[config.mk]
export PLATFORM = sky130hd
export DESIGN_NAME = bar_sizing_top
export DESIGN_NICKNAME = d
export VERILOG_FILES = /design/src/rtl/bar_pkg.sv /design/src/rtl/bar_cmd_reg.sv /design/src/rtl/bar_base_reg.sv /design/src/rtl/bar_decode.sv /design/src/rtl/bar_sizing_top.sv
export SDC_FILE = /design/constraint.sdc
export NUM_CORES = 1
export LEC_CHECK = 0
export BUFFER_PORTS_ARGS = -buffer_cell sky130_fd_sc_hd__buf_2
export CORE_ASPECT_RATIO = 1.2
export CORE_UTILIZATION = 38
export DETAILED_ROUTE_END_ITERATION = 12
export GPL_TIMING_DRIVEN = 0
export PLACE_DENSITY = 0.77
export SYNTH_ARGS = -nofsm -noshare
export SYNTH_HDL_FRONTEND = slang
export SYNTH_HIERARCHICAL = 1
export SYNTH_SLANG_ARGS = --single-unit
[constraint.sdc]
create_clock -name clk -period 1.75 [get_ports clk]
set_clock_uncertainty 0.2 [all_clocks]
set_input_delay 0.175 -clock clk [delete_from_list [all_inputs] [get_ports clk]]
set_output_delay 0.175 -clock clk [all_outputs]
set_load 0.03 [all_outputs]
[src/rtl/bar_pkg.sv]
// Shared constants for the sized base address register block.
// Assumes dword offsets within one function's configuration space.
package bar_pkg;
    localparam int unsigned OFF_ID  = 0;
    localparam int unsigned OFF_CMD = 1;
    localparam int unsigned OFF_BAR = 4;

    typedef struct packed {
        logic mem_en;
        logic io_en;
    } space_en_t;
endpackage

[src/rtl/bar_cmd_reg.sv]
// Space-enable pair of the command dword.
// Assumes the caller qualifies wr_sel with offset and slot presence.
module bar_cmd_reg
    import bar_pkg::*;
(
    input  logic      clk,
    input  logic      rst_n,
    input  logic      wr_sel,
    input  logic      be_lo,
    input  logic [1:0] wdata_lo,
    output space_en_t en
);
    // Load both enables from byte lane 0 on a selected write.
    always_ff @(posedge clk) begin
        if (!rst_n) begin
            en <= '0;
        end else if (wr_sel && be_lo) begin
            en.io_en  <= wdata_lo[0];
            en.mem_en <= wdata_lo[1];
        end
    end
endmodule

[src/rtl/bar_base_reg.sv]
// Base field storage with hard-wired low bits.
// Assumes SIZE_LOG2 is in 2..31; bits below SIZE_LOG2 never store a one.
module bar_base_reg #(
    parameter int SIZE_LOG2 = 12
) (
    input  logic        clk,
    input  logic        rst_n,
    input  logic        wr_sel,
    input  logic [3:0]  be,
    input  logic [31:0] wdata,
    output logic [31:0] base
);
    localparam logic [31:0] WMASK = 32'hFFFF_FFFF << SIZE_LOG2;

    logic [31:0] base_q;

    for (genvar b = 0; b < 4; b++) begin : g_lane
        // Update one byte lane of the writable field when its enable is set.
        always_ff @(posedge clk) begin
            if (!rst_n) begin
                base_q[b*8 +: 8] <= '0;
            end else if (wr_sel && be[b]) begin
                base_q[b*8 +: 8] <= wdata[b*8 +: 8] & WMASK[b*8 +: 8];
            end
        end
    end

    assign base = base_q;
endmodule

[src/rtl/bar_decode.sv]
// Region match for the bus side.
// Assumes base has its low SIZE_LOG2 bits at zero.
module bar_decode
    import bar_pkg::*;
#(
    parameter int SIZE_LOG2 = 12,
    parameter bit IS_IO     = 1'b0
) (
    input  logic [31:0] base,
    input  space_en_t   en,
    input  logic        slot_absent,
    input  logic        bus_valid,
    input  logic        bus_is_io,
    input  logic [31:0] bus_addr,
    output logic        bus_hit
);
    localparam logic [31:0] AMASK = 32'hFFFF_FFFF << SIZE_LOG2;

    logic space_ok;
    logic addr_ok;

    if (IS_IO) begin : g_io
        // I/O region: only I/O accesses with the I/O enable set qualify.
        always_comb space_ok = bus_is_io && en.io_en;
    end else begin : g_mem
        // Memory region: only memory accesses with the memory enable set qualify.
        always_comb space_ok = !bus_is_io && en.mem_en;
    end

    // Compare the address bits above the region size.
    always_comb addr_ok = ((bus_addr ^ base) & AMASK) == 32'h0;

    // Claim the access when all conditions meet.
    always_comb bus_hit = bus_valid && !slot_absent && space_ok && addr_ok;
endmodule

[src/rtl/bar_sizing_top.sv]
// Configuration base address register with sizing readback and decoder.
// Assumes SIZE_LOG2 >= 4 for memory regions and >= 2 for I/O regions.
module bar_sizing_top
    import bar_pkg::*;
#(
    parameter int          SIZE_LOG2 = 12,
    parameter bit          IS_IO     = 1'b0,
    parameter int          ADDR_W    = 6,
    parameter logic [15:0] VENDOR_ID = 16'h1F2E,
    parameter logic [15:0] DEVICE_ID = 16'h0A5C
) (
    input  logic              clk,
    input  logic              rst_n,
    input  logic              slot_absent,
    input  logic [ADDR_W-1:0] cfg_addr,
    input  logic              cfg_wr_en,
    input  logic [3:0]        cfg_be,
    input  logic [31:0]       cfg_wdata,
    output logic [31:0]       cfg_rdata,
    input  logic              bus_valid,
    input  logic              bus_is_io,
    input  logic [31:0]       bus_addr,
    output logic              bus_hit
);
    localparam logic [31:0] TYPE_BITS = IS_IO ? 32'h1 : 32'h0;

    space_en_t   en;
    logic [31:0] base;
    logic        wr_cmd;
    logic        wr_bar;

    // Qualify writes by offset and slot presence.
    always_comb begin
        wr_cmd = cfg_wr_en && !slot_absent && (cfg_addr == ADDR_W'(OFF_CMD));
        wr_bar = cfg_wr_en && !slot_absent && (cfg_addr == ADDR_W'(OFF_BAR));
    end

    bar_cmd_reg u_cmd (
        .clk      (clk),
        .rst_n    (rst_n),
        .wr_sel   (wr_cmd),
        .be_lo    (cfg_be[0]),
        .wdata_lo (cfg_wdata[1:0]),
        .en       (en)
    );

    bar_base_reg #(.SIZE_LOG2(SIZE_LOG2)) u_base (
        .clk    (clk),
        .rst_n  (rst_n),
        .wr_sel (wr_bar),
        .be     (cfg_be),
        .wdata  (cfg_wdata),
        .base   (base)
    );

    bar_decode #(.SIZE_LOG2(SIZE_LOG2), .IS_IO(IS_IO)) u_dec (
        .base        (base),
        .en          (en),
        .slot_absent (slot_absent),
        .bus_valid   (bus_valid),
        .bus_is_io   (bus_is_io),
        .bus_addr    (bus_addr),
        .bus_hit     (bus_hit)
    );

    // Select configuration read data by offset, all ones for an empty slot.
    always_comb begin
        if (slot_absent) begin
            cfg_rdata = 32'hFFFF_FFFF;
        end else if (cfg_addr == ADDR_W'(OFF_ID)) begin
            cfg_rdata = {DEVICE_ID, VENDOR_ID};
        end else if (cfg_addr == ADDR_W'(OFF_CMD)) begin
            cfg_rdata = {30'h0, en.mem_en, en.io_en};
        end else if (cfg_addr == ADDR_W'(OFF_BAR)) begin
            cfg_rdata = base | TYPE_BITS;
        end else begin
            cfg_rdata = 32'h0;
        end
    end
endmodule

==> results by group <==
Timing
  – Relative max-transition margin: 51.08%
  – FMAX: 500.4 MHz
  – Final Cycle Share: 114.2%
  – Slew @ Worst Pin: 733.8 ps
  – Final WS setup: -248.3 ps
  – Unrepaired setup endpoints after global routing: yes
  – Final Critical Period: 1998 ps
  – Final Hold Viols: 1
  – Count of pins over their slew limit: 0
  – Final number of setup-violating endpoints: 48
  – Minimum hold slack: -0.5616 ps

Outcome
  – Failing checks: negative hold slack, negative setup slack
  – Outcome: finished with violations

Die
  – Die area: slightly below 5000 um2
  – # rows: 26
  – Die Span X: 63.69 um
  – Ports: 113
  – Die Ht: 76.03 um
  – Starting Density: 40.11%
  – Core footprint: 4327 um2

Worst setup path
  – CP endpoint: bus_hit
  – Worst Path Arrival: 1620 ps
  – Start point of the critical path: u_base/base[25]$_SDFFE_PN0P_
  – R2r worst-path depth: 2
  – Crit Reg-Reg Endpoint: u_base/base[29]$_SDFFE_PN0P_
  – Startpoint types: flip-flop
  – Req. time, crit path: 1370 ps
  – Worst reg2reg path startpoint: u_base/base[29]$_SDFFE_PN0P_
  – Crit-path max FO: 3
  – Critical Path Sink Type: output port
  – Worst path cell trace: xor2_1, nor4_2, nand4_1, nor3_2, buf_4
  – Largest stage delay, worst path: between 300 and 400 ps
  – R2r setup slk: 850 ps
  – CP Class: reg2out
  – Slowest-stage cell, CP: dfxtp_2

Route
  – Routed len/inst: 15.39 um
  – # DRC: 0
  – Final wirelength: 6.141 mm
  – Detailed-route via count: 2065
  – TritonRoute pass-1 iters: 4
  – Remaining antenna violation count after routing: 0
  – Initial DRC Count: 87
  – DR vias/cell: 5.175

CTS
  – CTS Buf Count: 3
  – Clock buffer depth: 2
  – Worst-path clk slew: 80 ps
  – Htree depth: 1
  – Clock Latency Late Sink: 270 ps
  – Num Clock Sinks: 22
  – Root Buffer: clkbuf_8
  – CTS tree: yes

Layout
  – Most common library cell in the layout ignoring fill and taps: buf_2
  – Antenna cells: 0
  – Nets@finish: 424
  – Synth-to-layout area growth: 75.20%
  – Layout fillers: 320
  – Commonest cells after routing, fill and taps aside: 62 x buf_2, 41 x buf_6, 25 x nand4_1
  – Share of cells above drive strength 1: 52.19%
  – Final Cell Area: 3040 um2

Global routing
  – Total congestion overflow: 0
  – Number of global-route vias before repair: around 2100
  – First-pass GRT wire length: 9.825 mm
  – GRT Total Usage: 25.70%
  – Initial antenna violation count: 0
  – Largest net degree at the start of global routing: 13

Place
  – Final GP Congestion: ~0.85
  – Detailed Place HPWL: 4.083 mm
  – I/O Buffers: slightly below 90
  – Pre-CTS WS: -510.8 ps
  – Area post-placement: between 2000 and 2500 um2

Yosys
  – Flops & latches, synth: 22
  – Synth area leader: dfxtp_1
  – Yosys top cell area share: 25.38%
  – Synth area leaders: dfxtp_1 25%, a21o_1 11%, nand4_1 9.0%, o21ai_2 8.1%, xor2_1 7.6%
  – Count of cell types in the netlist: 30
  – Avg Synthesized Cell Area: 8.225 um2
  – Ys flop type: dfxtp_1
  – Mapped Area: 1735 um2
  – Syn Inst Count: ~210
  – Synth warn: 6
  – Register area share after synthesis: 25.38%
  – Number of synthesized flops with an enable pin: 0
  – Async S/R FF share, synth: 0%

Flow run
  – Max Cap Violations: 0

Power and ir drop
  – Pleak: 0.001447 uW
  – Peak supply drop: 0.0004927 V
  – Pwr/cell area: 452.3 nW/um2

Hold path
  – Hold crit path type: in2reg
[final cells by class]
type / count / area [um2] / share of cell area (%)
multi-input cells: 169 / 1318 / 43.33
flip-flops and latches: 22 / 441.7 / 14.53
clock buffers: 4 / 55.05 / 1.811
plain buffers: 27 / 203.9 / 6.708
well taps: 56 / 70.07 / 2.305
inverters: 1 / 3.754 / 0.1235
repair buffers: 120 / 948.4 / 31.19
[worst min path at each step]
| stage | from | endpoint | cells after the start |
|---|---|---|---|
| after floorplan | rst_n | u_cmd/en[0]$_SDFFE_PN0P_ | 2 |
| after global placement | cfg_wdata[23] | u_base/base[23]$_SDFFE_PN0P_ | 3 |
| after detailed placement | cfg_wdata[17] | u_base/base[17]$_SDFFE_PN0P_ | 3 |
| after CTS | cfg_be[3] | u_base/base[25]$_SDFFE_PN0P_ | 3 |
| after global routing | cfg_be[3] | u_base/base[27]$_SDFFE_PN0P_ | 3 |
| final | rst_n | u_cmd/en[0]$_SDFFE_PN0P_ | 3 |
[timing repair]
action | CTS | global route
cloned | 2 | 1
gates resized for setup | 83 | 7
pin swaps | 13 | 10
hold buffers | 23 | 0
buffers inserted | 7 | 0
hold endpoints to repair | 22 | 0
endpoints found under the setup margin | 50 | 53
[sequential cells by signal, indices dropped and copies added (netlist names)]
name and count:
u_base/base 20, u_cmd/en 2
[critical path, delay by kind of cell (launching register included)]
kind	cells	cell delay [ps]
buffers and inverters	1	190
DFF	1	340
xor gates and xnor gates	1	180
and+or+nand+nor	3	650
[where the power goes]
part           internal, uW  switching, uW
combinational           253            242
clock                   201            178
sequential              501          0.669
[kinds of logic after synthesis]
kind of cell,after synthesis,synth area share (%)
AND/OR/NAND/NOR,81,27.47
AO/OA/AOI/OAI,56,24.73
buffers and inverters,31,12.11
flip-flops,22,25.38
XOR/XNOR,20,10.09
other,1,0.2161
[metrics by stage]
step	total power (uW)	TNS (ps)	util, %	instances
2_1_floorplan	759.6	-3332	-	222
3_3_place_gp	894.4	-17700	56.33	366
3_5_place_dp	896.1	-19060	56.33	366
4_1_cts	1365	-10380	70.30	400
5_1_grt	1428	-11270	70.27	399
6_report	1375	-9024	70.27	399
[synthesized netlist by cell type (2+ instances only)]
cell / number
a21o_1: 26
a21o_2: 6
and2_1: 2
and2_4: 2
buf_2: 6
buf_4: 13
buf_6: 5
clkbuf_1: 6
dfxtp_1: 22
nand2_1: 23
nand2b_1: 14
nand4_1: 25
nor2_1: 3
nor4_1: 4
o21ai_0: 4
o21ai_1: 3
o21ai_2: 16
xnor2_1: 5
xor2_1: 15
[routing by layer]
metal	vias up	part of all wire [%]	GRT usage, %
li1	983	-	-
met1	958	39	29.37
met2	107	52	47.23
met3	17	5.7	2.545
met4	0	2.8	10.91
met5	-	0	0
No activity file was read; power rests on OpenSTA's default activity.
